### config.mk
export PLATFORM = sky130hd
export DESIGN_NAME = sample_serializer_tx
export DESIGN_NICKNAME = d
export VERILOG_FILES = /design/src/rtl/ser_tx_pkg.sv /design/src/rtl/ser_bitclk_gen.sv /design/src/rtl/ser_word_shifter.sv /design/src/rtl/ser_tx_ctrl.sv /design/src/rtl/sample_serializer_tx.sv
export SDC_FILE = /design/constraint.sdc
export NUM_CORES = 1
export LEC_CHECK = 0
export BUFFER_PORTS_ARGS = -buffer_cell sky130_fd_sc_hd__buf_2
export CORE_ASPECT_RATIO = 2
export CORE_MARGIN = 2
export CORE_UTILIZATION = 47
export CTS_CLUSTER_DIAMETER = 150
export DETAILED_ROUTE_END_ITERATION = 8
export GPL_TIMING_DRIVEN = 0
export HOLD_SLACK_MARGIN = 0.02
export PLACE_DENSITY_LB_ADDON = 0.2
export SYNTH_ARGS = -nofsm -noshare
export SYNTH_HDL_FRONTEND = slang
export SYNTH_SLANG_ARGS = --single-unit
### constraint.sdc
create_clock -name clk -period 7.4 [get_ports clk]
set_input_delay 0.74 -clock clk [delete_from_list [all_inputs] [get_ports clk]]
set_output_delay 0.74 -clock clk [all_outputs]
set_load 0.05 [all_outputs]
### src/rtl/ser_tx_pkg.sv
package ser_tx_pkg;
  typedef enum logic [1:0] {
    ST_IDLE  = 2'd0,
    ST_SYNC  = 2'd1,
    ST_SHIFT = 2'd2
  } tx_state_e;
endpackage

### src/rtl/ser_bitclk_gen.sv
// Bit-clock divider: toggles every H system cycles while run is high.
module ser_bitclk_gen #(
  parameter int HP_W = 8
) (
  input  logic            clk,
  input  logic            rst_n,
  input  logic            run,
  input  logic [HP_W-1:0] half_per,
  output logic            sclk,
  output logic            fall_tick
);
  localparam logic [HP_W-1:0] HP_ONE = {{(HP_W-1){1'b0}}, 1'b1};

  logic [HP_W-1:0] cnt_q, cnt_d, hp_eff;
  logic            sclk_q, sclk_d, tick;

  always_comb begin
    hp_eff = (half_per == '0) ? HP_ONE : half_per;
    tick   = run && (cnt_q >= (hp_eff - HP_ONE));
    cnt_d  = cnt_q;
    sclk_d = sclk_q;
    if (!run) begin
      cnt_d  = '0;
      sclk_d = 1'b0;
    end else if (tick) begin
      cnt_d  = '0;
      sclk_d = ~sclk_q;
    end else begin
      cnt_d  = cnt_q + HP_ONE;
    end
  end

  always_ff @(posedge clk or negedge rst_n) begin
    if (!rst_n) begin
      cnt_q  <= '0;
      sclk_q <= 1'b0;
    end else begin
      cnt_q  <= cnt_d;
      sclk_q <= sclk_d;
    end
  end

  assign sclk      = sclk_q;
  assign fall_tick = tick && sclk_q;
endmodule

### src/rtl/ser_word_shifter.sv
// Parallel-load shift register, MSB first, with a registered data bit.
module ser_word_shifter #(
  parameter int WORD_W = 12
) (
  input  logic              clk,
  input  logic              rst_n,
  input  logic              load,
  input  logic              shift,
  input  logic              clr,
  input  logic [WORD_W-1:0] din,
  output logic              dout
);
  logic [WORD_W-1:0] sreg_q, sreg_d;
  logic              dout_q, dout_d;

  always_comb begin
    sreg_d = sreg_q;
    dout_d = dout_q;
    if (clr) begin
      sreg_d = '0;
      dout_d = 1'b0;
    end else if (load) begin
      dout_d = din[WORD_W-1];
      sreg_d = {din[WORD_W-2:0], 1'b0};
    end else if (shift) begin
      dout_d = sreg_q[WORD_W-1];
      sreg_d = {sreg_q[WORD_W-2:0], 1'b0};
    end
  end

  always_ff @(posedge clk or negedge rst_n) begin
    if (!rst_n) begin
      sreg_q <= '0;
      dout_q <= 1'b0;
    end else begin
      sreg_q <= sreg_d;
      dout_q <= dout_d;
    end
  end

  assign dout = dout_q;
endmodule

### src/rtl/ser_tx_ctrl.sv
// Transfer sequencer: request edge, sync period, word boundaries, end.
module ser_tx_ctrl
  import ser_tx_pkg::*;
#(
  parameter int WORD_W = 12
) (
  input  logic clk,
  input  logic rst_n,
  input  logic port_sel,
  input  logic dump_req,
  input  logic fifo_empty,
  input  logic fall_tick,
  output logic run,
  output logic load,
  output logic shift,
  output logic clr,
  output logic fifo_rd,
  output logic fs,
  output logic done
);
  localparam int CNT_W = $clog2(WORD_W);
  localparam logic [CNT_W-1:0] LAST_BIT = CNT_W'(WORD_W - 1);
  localparam logic [CNT_W-1:0] CNT_ONE  = CNT_W'(1);

  tx_state_e        state_q, state_d;
  logic [CNT_W-1:0] bit_q, bit_d;
  logic             dump_q, fs_q, fs_d, done_q, done_d;
  logic             start, boundary, finish;

  always_comb begin
    start    = (state_q == ST_IDLE) && dump_req && !dump_q && port_sel;
    boundary = fall_tick && ((state_q == ST_SYNC) ||
               ((state_q == ST_SHIFT) && (bit_q == LAST_BIT)));
    load     = boundary && !fifo_empty;
    finish   = boundary && fifo_empty;
    shift    = fall_tick && (state_q == ST_SHIFT) && (bit_q != LAST_BIT);
    clr      = finish;

    state_d = state_q;
    bit_d   = bit_q;
    fs_d    = fs_q;
    done_d  = finish || (start && fifo_empty);

    unique case (state_q)
      ST_IDLE: begin
        if (start && !fifo_empty) begin
          state_d = ST_SYNC;
          fs_d    = 1'b1;
        end
      end
      ST_SYNC: begin
        if (boundary) begin
          fs_d    = 1'b0;
          bit_d   = '0;
          state_d = load ? ST_SHIFT : ST_IDLE;
        end
      end
      ST_SHIFT: begin
        if (load) begin
          bit_d = '0;
        end else if (finish) begin
          state_d = ST_IDLE;
        end else if (shift) begin
          bit_d = bit_q + CNT_ONE;
        end
      end
      default: state_d = ST_IDLE;
    endcase
  end

  always_ff @(posedge clk or negedge rst_n) begin
    if (!rst_n) begin
      state_q <= ST_IDLE;
      bit_q   <= '0;
      dump_q  <= 1'b0;
      fs_q    <= 1'b0;
      done_q  <= 1'b0;
    end else begin
      state_q <= state_d;
      bit_q   <= bit_d;
      dump_q  <= dump_req;
      fs_q    <= fs_d;
      done_q  <= done_d;
    end
  end

  assign run     = (state_q != ST_IDLE);
  assign fifo_rd = load;
  assign fs      = fs_q;
  assign done    = done_q;
endmodule

### src/rtl/sample_serializer_tx.sv
module sample_serializer_tx #(
  parameter int WORD_W = 12,
  parameter int HP_W   = 8
) (
  input  logic              clk,
  input  logic              rst_n,
  input  logic              port_sel,
  input  logic [HP_W-1:0]   half_per,
  input  logic              dump_req,
  input  logic              fifo_empty,
  input  logic [WORD_W-1:0] fifo_data,
  output logic              fifo_rd,
  output logic              ser_clk,
  output logic              ser_fs,
  output logic              ser_dout,
  output logic              xfer_done
);
  logic run, fall_tick, load, shift, clr;

  ser_bitclk_gen #(.HP_W(HP_W)) clkgen_i (
    .clk       (clk),
    .rst_n     (rst_n),
    .run       (run),
    .half_per  (half_per),
    .sclk      (ser_clk),
    .fall_tick (fall_tick)
  );

  ser_tx_ctrl #(.WORD_W(WORD_W)) ctrl_i (
    .clk        (clk),
    .rst_n      (rst_n),
    .port_sel   (port_sel),
    .dump_req   (dump_req),
    .fifo_empty (fifo_empty),
    .fall_tick  (fall_tick),
    .run        (run),
    .load       (load),
    .shift      (shift),
    .clr        (clr),
    .fifo_rd    (fifo_rd),
    .fs         (ser_fs),
    .done       (xfer_done)
  );

  ser_word_shifter #(.WORD_W(WORD_W)) shifter_i (
    .clk   (clk),
    .rst_n (rst_n),
    .load  (load),
    .shift (shift),
    .clr   (clr),
    .din   (fifo_data),
    .dout  (ser_dout)
  );
endmodule

==> summary.md, run 1 <==
| Metric | Value |
|---|---|
| Achievable frequency | `233 MHz` |
| Final period util | `0.581` |
| Core area | `3840 µm²` |
| Setup TNS | `0 ps` |
| CTS tree | `done` |
| Slew @ Worst Pin | `668 ps` |
| Final setup viols | `0` |
| GRT overflow | `0` |
| Vias per cell | `5.53` |
| WL final | `4090 µm` |
| Slowest CP cell | `nor4_1` |
| Initial Util | `0.493` |
| Share of cells above drive strength 1 | `0.261` |
| P per Cell Area | `287 nW/µm²` |
| Top_reg_cell synth | `dfrtp_1` |
| Cells after synthesis | `189` |
| Die Ht | `93.8 µm` |
| Hold_buf cts | `0` |
| Area Overhead vs Synth | `16.8%` |
| Post-cts resize count | `0` |
| Io pins | `30` |
| DRC | `0` |
| GRT Util Overall | `0.198` |
| Crit-path max cell delay | `570 ps` |
| Clock Tree Buf Depth | `2` |
| Seq pwr share | `0.359` |
| CP required | `6660 ps` |
| Routed vias | `1531` |
| Nets | `261` |
| Most frequent cells in the layout | `buf_2 (30), dfrtp_1 (30), o21ai_1 (19), mux2i_1 (13), nor2b_1 (12)` |
| Synth cell types | `44` |
| Hold_ws | `486 ps` |
| Slew HR | `0.554` |
| Total Power | `634 µW` |
| Post-DP HPWL | `3110 µm` |
| Min Clock Period, post-route | `4300 ps` |
| YS warnings | `0` |
| Final ANT Viol Nets | `0` |
| Hold Path Class | `primary input to async pin` |
| Clock power frac | `0.257` |
| Lkg Pwr | `0.000966 µW` |
| CP Cell Sequence | `buf_2 > nor4_1 > a31oi_1 > ha_1 > xnor2_1 > ha_1 > o21a_1 > nor2_1 > o31a_1 > buf_6 > nor4_4 > buf_2` |
| Endpoints failing hold | `0` |
| Post-route cell area | `2210 µm²` |
| Max_cap viols | `0` |
| CTS buffer count | `5` |
| DRT Pass-1 Iters | `4` |
| Clock slew seen by the registers of the worst setup and hold paths | `60 ps` |
| CP arrival | `3560 ps` |
| Switching power | `240 µW` |
| Pin count of the biggest net entering global routing | `31` |
| Outcome | `completed` |
| Worst setup EP type | `output port` |
| FILL cells | `392` |
| CTS HTree Levels | `2` |
| FF+latch count, synth | `30` |
| Die Span X | `48.9 µm` |
| Clock skew | `6.07 ps` |
| PortBufs | `29` |
| Syn nets | `225` |
| Worst vdd ir | `0.000261 V` |
| Clk_lat worst skew | `290 ps` |
| Post-CTS setup buffers | `0` |
| Vias in the first global route | `1577` |
| First-pass GRT wire length | `7000 µm` |
| Starting DRT DRC Count | `37` |
| FFs w/ async S/R, synth | `1.00` |
| Placed Area | `2100 µm²` |
| Part of the Yosys area used for sequential elements | `0.397` |
| Post-Synthesis Cell Area | `1890 µm²` |
| Syn avg cell area | `10.0 µm²` |
| Comb power frac | `0.385` |
| Startpoint types | `primary input` |
| Fin. max-slew vios | `0` |
| CTS sink cnt | `30` |
| Initial antenna violation count | `0` |
| WL/cell | `14.8 µm` |
| Placement Rows | `32` |
| Switching part of the total | `0.379` |
| Root buffer cell | `clkbuf_8` |
| RSZ-0062 raised after global routing | `false` |
| Worst r2r path cells | `9` |
| N_diodes | `0` |
| Setup CP Type | `primary input to output port` |
| Pint | `394 µW` |
| Crit path max fanout | `10` |
| Final weighted congestion in routability-driven placement | `0.732` |
| Post-synth EDFFs | `0` |
| Die ar. | `4580 µm²` |
metal layers:
layer | track usage | share of wire | vias up
li1 | - | - | 746
met1 | 0.198 | 0.37 | 739
met2 | 0.390 | 0.57 | 36
met3 | 0.0334 | 0.028 | 10
met4 | 0.0810 | 0.026 | 0
met5 | 0 | 0 | -
flip-flops by register name, indices dropped and copies added, names as in the netlist:
register	flops
ctrl_i.bit_q	4
shifter_i.dout	1
shifter_i.sreg_q	11
ctrl_i.done	1
clkgen_i.cnt_q	8
ctrl_i.state_q	2
clkgen_i.sclk	1
ctrl_i.dump_q	1
ctrl_i.fs	1
layout make-up:
cell class / instances / area (µm²) / share of cell area
Buffer: 6 / 55.1 / 0.0249
Clock buffer: 5 / 68.8 / 0.0311
Clock inverter: 3 / 40.0 / 0.0181
Inverter: 6 / 22.5 / 0.0102
Multi-Input combinational cell: 147 / 1060 / 0.482
Sequential cell: 30 / 751 / 0.340
Tap cell: 51 / 63.8 / 0.0289
Timing Repair Buffer: 29 / 145 / 0.0656
synth_stat cells (2+ instances only):
cell type | count | area [µm²]
dfrtp_1 | 30 | 751
o21ai_1 | 19 | 95.1
mux2i_1 | 13 | 130
nor2b_1 | 12 | 75.1
ha_1 | 11 | 138
nor2_1 | 11 | 41.3
nor2_2 | 9 | 56.3
nand2_1 | 8 | 30.0
o21ai_0 | 7 | 35.0
inv_1 | 6 | 22.5
nand3_1 | 6 | 30.0
a21oi_1 | 5 | 25.0
xnor2_1 | 5 | 43.8
xor2_1 | 5 | 43.8
and3_1 | 3 | 18.8
nor3_1 | 3 | 15.0
o21a_1 | 3 | 22.5
o31ai_1 | 3 | 22.5
buf_6 | 2 | 22.5
clkbuf_1 | 2 | 7.51
nand2b_1 | 2 | 12.5
nand4_1 | 2 | 12.5
worst max-delay path: cells and delay by family:
kind / cells / cell delay, ps
buffers and inverters: 3 / 580
adder cells (fa/ha/maj): 2 / 520
AO/OA/AOI/OAI: 3 / 660
AND/OR/NAND/NOR: 3 / 880
XOR/XNOR: 1 / 160
cells by family (layout without fill, tap and decap cells):
kind of cell,after synthesis,count (layout),share of synthesized area
muxes,13,13,0.0687
adders and majority gates,11,11,0.0727
xor gates and xnor gates,10,10,0.0463
DFF,30,30,0.397
and+or+nand+nor,65,65,0.201
AOI/OAI and AO/OA,48,48,0.174
buffers and inverters,12,49,0.0410
path summary, 6_finish.rpt:
| check | from | to | slack (ps) |
|---|---|---|---|
| worst max register to register | clkgen_i.cnt_q[0] | clkgen_i.cnt_q[2] | 5270 |
| min in group clk | shifter_i.dout | shifter_i.dout | 500 |
| max in group asynchronous | rst_n | shifter_i.sreg_q[7] | 6480 |
| worst max-delay path | half_per[5] | fifo_rd | 3100 |
| worst min register to register | shifter_i.dout | shifter_i.dout | 500 |
| worst min-delay path | rst_n | shifter_i.sreg_q[1] | 490 |
power groups by stage:
stage	logic, µW	registers, µW	clock network (µW)
finish	244	227	163
global route	274	232	173
CTS	248	228	166
detailed placement	246	231	0
global placement	240	229	0
floorplan	180	234	0
stage by stage:
stage	utilization	worst slack, ps	instances
after detailed placement	0.547	3090	269
after floorplan	-	3530	189
after global routing	0.575	2860	277
after global placement	0.547	3130	269
final	0.575	3100	277
after CTS	0.575	3070	277
No activity file was read; power rests on OpenSTA's default activity.
==> run 2: changes to the inputs <==
clock period = 3.5 ns   (was 7.4 ns; I/O delays follow)
==> summary.md, run 2 (same netlist as run 1, synthesis figures left out) <==
| Metric | Value |
|---|---|
| Outcome | `completed` |
| Endpoints failing hold | `0` |
| Clock skew | `6.08 ps` |
| Crit path max fanout | `10` |
| Top Registers | `shifter_i.sreg_q x11, clkgen_i.cnt_q x8, ctrl_i.bit_q x4` |
| Root buffer cell | `clkbuf_8` |
| DRC | `0` |
| RSZ-0062 raised after global routing | `false` |
| Pin count of the biggest net entering global routing | `31` |
| Final ANT Viol Nets | `0` |
| Slew @ Worst Pin | `668 ps` |
| Placed insts | `269` |
| Lkg Pwr | `0.000968 µW` |
| Vias per cell | `5.51` |
| Startpoint types | `primary input` |
| Clock slew seen by the registers of the worst setup and hold paths | `70 ps` |
| First-pass GRT wire length | `7060 µm` |
| Post-route cell area | `2230 µm²` |
| Vias in the first global route | `1588` |
| WL final | `4110 µm` |
| WL/cell | `14.8 µm` |
| N_diodes | `0` |
| Worst vdd ir | `0.000549 V` |
| P per Cell Area | `603 nW/µm²` |
| CP required | `3150 ps` |
| Min Clock Period, post-route | `3230 ps` |
| Die ar. | `4580 µm²` |
| Hold Path Class | `primary input to async pin` |
| Placed Area | `2100 µm²` |
| Worst setup EP type | `output port` |
| Initial antenna violation count | `0` |
| Placement Rows | `32` |
| Achievable frequency | `309 MHz` |
| Share of cells above drive strength 1 | `0.265` |
| Setup TNS | `0 ps` |
| Max_cap viols | `0` |
| Place WS | `-27.7 ps` |
| Core area | `3840 µm²` |
| Io pins | `30` |
| Die Ht | `93.8 µm` |
| Clk_lat worst skew | `280 ps` |
| Initial Util | `0.493` |
| Area Overhead vs Synth | `17.6%` |
| Register-to-register setup slack | `1370 ps` |
| Post-DP HPWL | `3110 µm` |
| Nets | `261` |
| Largest Register | `shifter_i.sreg_q` |
| Final period util | `0.924` |
| CP arrival | `2880 ps` |
| CTS sink cnt | `30` |
| Final weighted congestion in routability-driven placement | `0.732` |
| Final setup viols | `0` |
| Fin. max-slew vios | `0` |
| GRT Util Overall | `0.200` |
| Routed vias | `1527` |
| Die Span X | `48.9 µm` |
| CTS tree | `done` |
| CTS buffer count | `5` |
| PortBufs | `29` |
| Setup CP Type | `primary input to output port` |
| Slew HR | `0.555` |
| CTS HTree Levels | `2` |
| Most frequent cells in the layout | `buf_2 (30), dfrtp_1 (30), o21ai_1 (19), mux2i_1 (13), nor2b_1 (12)` |
| Starting DRT DRC Count | `26` |
| Clock Tree Buf Depth | `2` |
| DRT Pass-1 Iters | `4` |
| Max reg flops | `11` |
| GRT overflow | `0` |
| FILL cells | `393` |
| Worst setup slack after layout | `267 ps` |
| Final cell count without fillers | `277` |
## run 2: cell counts in the layout (fill, tap and decap cells not counted)
No cell type changed its count.
## run 2: repair_timing
item,CTS,global route
endpoints found under the setup margin,1,1
resized for setup,1,1
hold buffers,0,0
setup buffers,0,0
## run 2: routing by layer
layer  global-route usage  part of all wire  vias to the layer above  routed length [µm]
met1                0.198              0.37                      735                1520
li1                     -                 -                      746                   -
met2                0.397              0.58                       36                2370
met5                    0                 0                        -                   0
met3               0.0334             0.029                       10                 121
met4               0.0810             0.026                        0                 106
## run 2: path summary, 6_finish.rpt
check / from / cells after the start / end
worst max-delay path: half_per[5] / 12 / fifo_rd
worst min register to register: shifter_i.dout / 2 / shifter_i.dout
worst max register to register: clkgen_i.cnt_q[0] / 9 / clkgen_i.cnt_q[2]
max in group asynchronous: rst_n / 1 / shifter_i.sreg_q[7]
min in group clk: dump_req / 1 / ctrl_i.dump_q
worst min-delay path: rst_n / 1 / ctrl_i.bit_q[3]
## run 2: final cells by class
cell class	instances	area, µm²	share of cell area
clock inverters	3	40.0	0.0180
well taps	51	63.8	0.0287
flip-flops and latches	30	751	0.337
multi-input cells	147	1080	0.485
clock buffers	5	68.8	0.0309
plain buffers	6	55.1	0.0247
inverters	6	22.5	0.0101
repair buffers	29	145	0.0652
## run 2: worst max-delay path: stages
cell and delay [ps]:
buf_2 130, nor4_4 350, a31oi_1 180, ha_1 260, nand2_1 90, xor2_1 60
ha_1 290, nand4_1 130, o31a_1 330, buf_6 150, nor4_4 240, buf_2 310
## run 2: metrics by stage
step | power (µW) | hold slack, ps | util
after floorplan | 875 | 54.4 | -
after global placement | 993 | 429 | 0.547
after detailed placement | 1010 | 427 | 0.547
after CTS | 1360 | 126 | 0.577
after global routing | 1440 | 152 | 0.579
final | 1340 | 97.0 | 0.579
## run 2: power by group
part / leakage [µW] / internal, µW / total (µW) / switching (µW)
Combinational: 0.000515 / 213 / 517 / 304
Clock: 0.0000579 / 209 / 345 / 135
Sequential: 0.000395 / 411 / 480 / 69.3
==> run 3: changes to the inputs <==
HOLD_SLACK_MARGIN = 0.12   (was 0.02)
PLACE_DENSITY = 0.76   (was not set)
PLACE_DENSITY_LB_ADDON = not set   (was 0.2)
==> summary.md, run 3 (same netlist as run 1, synthesis figures left out) <==
| Metric | Value |
|---|---|
| Setup TNS | `0 ps` |
| Register-to-register setup slack | `1410 ps` |
| Slowest CP cell | `nor4_2` |
| Starting DRT DRC Count | `20` |
| Final cell count without fillers | `277` |
| Worst path bufs/invs | `3` |
| Initial Util | `0.493` |
| Startpoint types | `primary input` |
| CTS HTree Levels | `2` |
| Post-route cell area | `2250 µm²` |
| Worst r2r path cells | `8` |
| Switching part of the total | `0.346` |
| Pin count of the biggest net entering global routing | `31` |
| Worst setup EP type | `output port` |
| Switching power | `491 µW` |
| Placed Area | `2100 µm²` |
| Clock Tree Buf Depth | `2` |
| Max reg flops | `11` |
| Min Clock Period, post-route | `3300 ps` |
| Clock slew seen by the registers of the worst setup and hold paths | `60 ps` |
| CP top delay family | `simple AND/OR/NAND/NOR gates` |
| P per Cell Area | `630 nW/µm²` |
| Clock skew | `7.60 ps` |
| Die Span X | `48.9 µm` |
| Clk_lat worst skew | `280 ps` |
| Nets | `261` |
| Initial antenna violation count | `0` |
| Origin of the critical flop-to-flop path | `clkgen_i.cnt_q[0]` |
| Outcome | `completed` |
| CTS buffer count | `5` |
| Worst Setup SP | `half_per[5]` |
| Final setup viols | `0` |
| Seq pwr share | `0.340` |
| PortBufs | `29` |
| GRT Util Overall | `0.184` |
| Core area | `3840 µm²` |
| Final ANT Viol Nets | `0` |
| Lkg Pwr | `0.000980 µW` |
| CP Cell Sequence | `buf_2 > nor4_2 > a31oi_1 > ha_1 > nand2_1 > xor2_1 > ha_1 > nand4_1 > o31a_1 > buf_6 > nor4_4 > buf_2` |
| End of the worst register-to-register path | `shifter_i.sreg_q[8]` |
| Achievable frequency | `303 MHz` |
| FILL cells | `358` |
| DRC | `0` |
| N_diodes | `0` |
| Total Power | `1420 µW` |
| Io pins | `30` |
| Vias in the first global route | `1509` |
| Hold_ws | `101 ps` |
| Setup CP Type | `primary input to output port` |
| DRT Pass-1 Iters | `4` |
| WL/cell | `13.9 µm` |
| Pint | `927 µW` |
| CTS sink cnt | `30` |
| Root buffer cell | `clkbuf_8` |
| Die Ht | `93.8 µm` |
| Top Registers | `shifter_i.sreg_q x11, clkgen_i.cnt_q x8, ctrl_i.bit_q x4` |
| Worst vdd ir | `0.000416 V` |
| Largest Register | `shifter_i.sreg_q` |
| Final weighted congestion in routability-driven placement | `0.750` |
| Crit path max fanout | `10` |
| Fin. max-slew vios | `0` |
| Vias per cell | `5.43` |
| Max_cap viols | `0` |
| Post-DP HPWL | `2920 µm` |
| Endpoints failing hold | `0` |
| Placement Rows | `32` |
| Placed insts | `269` |
| Comb power frac | `0.357` |
| Most frequent cells in the layout | `buf_2 (30), dfrtp_1 (30), o21ai_1 (19), mux2i_1 (13), nor2b_1 (12)` |
| Slew HR | `0.558` |
| Crit-path max cell delay | `420 ps` |
| Slew @ Worst Pin | `663 ps` |
| Share of cells above drive strength 1 | `0.265` |
| CP arrival | `2950 ps` |
| RSZ-0062 raised after global routing | `false` |
| Die ar. | `4580 µm²` |
| Final period util | `0.942` |
| Clock power frac | `0.304` |
| Area Overhead vs Synth | `18.9%` |
| Routed vias | `1504` |
| CTS tree | `done` |
| Hold Path Class | `primary input to async pin` |
| CP required | `3150 ps` |
| WL final | `3840 µm` |
| GRT overflow | `0` |
| First-pass GRT wire length | `6520 µm` |
run 3: metal layers:
metal  track usage  vias up  share of wire
met1         0.183      722           0.39
met2         0.356       30           0.56
met4        0.0857        0          0.029
li1              -      743              -
met3        0.0334        9          0.024
met5             0        -              0
run 3: per-stage QoR:
step	utilization	setup slack (ps)
finish	0.586	202
global route	0.586	19.5
CTS	0.584	71.2
detailed placement	0.547	87.3
global placement	0.547	52.4
floorplan	-	406
run 3: cell type report:
type / instances / area, µm² / share of cell area
buffer: 6 / 55.1 / 0.0245
clock buffer: 6 / 82.6 / 0.0367
clock inverter: 2 / 60.1 / 0.0267
inverter: 6 / 22.5 / 0.0100
multi-input combinational: 147 / 1070 / 0.476
sequential: 30 / 751 / 0.334
tap: 51 / 63.8 / 0.0283
timing repair buffer: 29 / 145 / 0.0645
run 3: repair_timing:
| item | CTS | global route |
|---|---|---|
| buffers inserted | 0 | 0 |
| gates resized for setup | 0 | 1 |
| hold buffers | 0 | 0 |
| setup endpoints to repair | 0 | 1 |
run 3: how the worst max path moves through the flow:
stage / endpoint / slack, ps / depth (start not counted)
after floorplan: fifo_rd / 410 / 10
after global placement: fifo_rd / 50 / 12
after detailed placement: fifo_rd / 90 / 12
after CTS: fifo_rd / 70 / 12
after global routing: fifo_rd / 20 / 12
final: fifo_rd / 200 / 12
run 3: power groups by stage:
| stage | Combinational [µW] | Sequential, µW | Clock, µW |
|---|---|---|---|
| final | 505 | 481 | 431 |
| after global routing | 563 | 490 | 453 |
| after CTS | 513 | 482 | 440 |
| after detailed placement | 512 | 488 | 0 |
| after global placement | 500 | 484 | 0 |
| after floorplan | 380 | 495 | 0 |
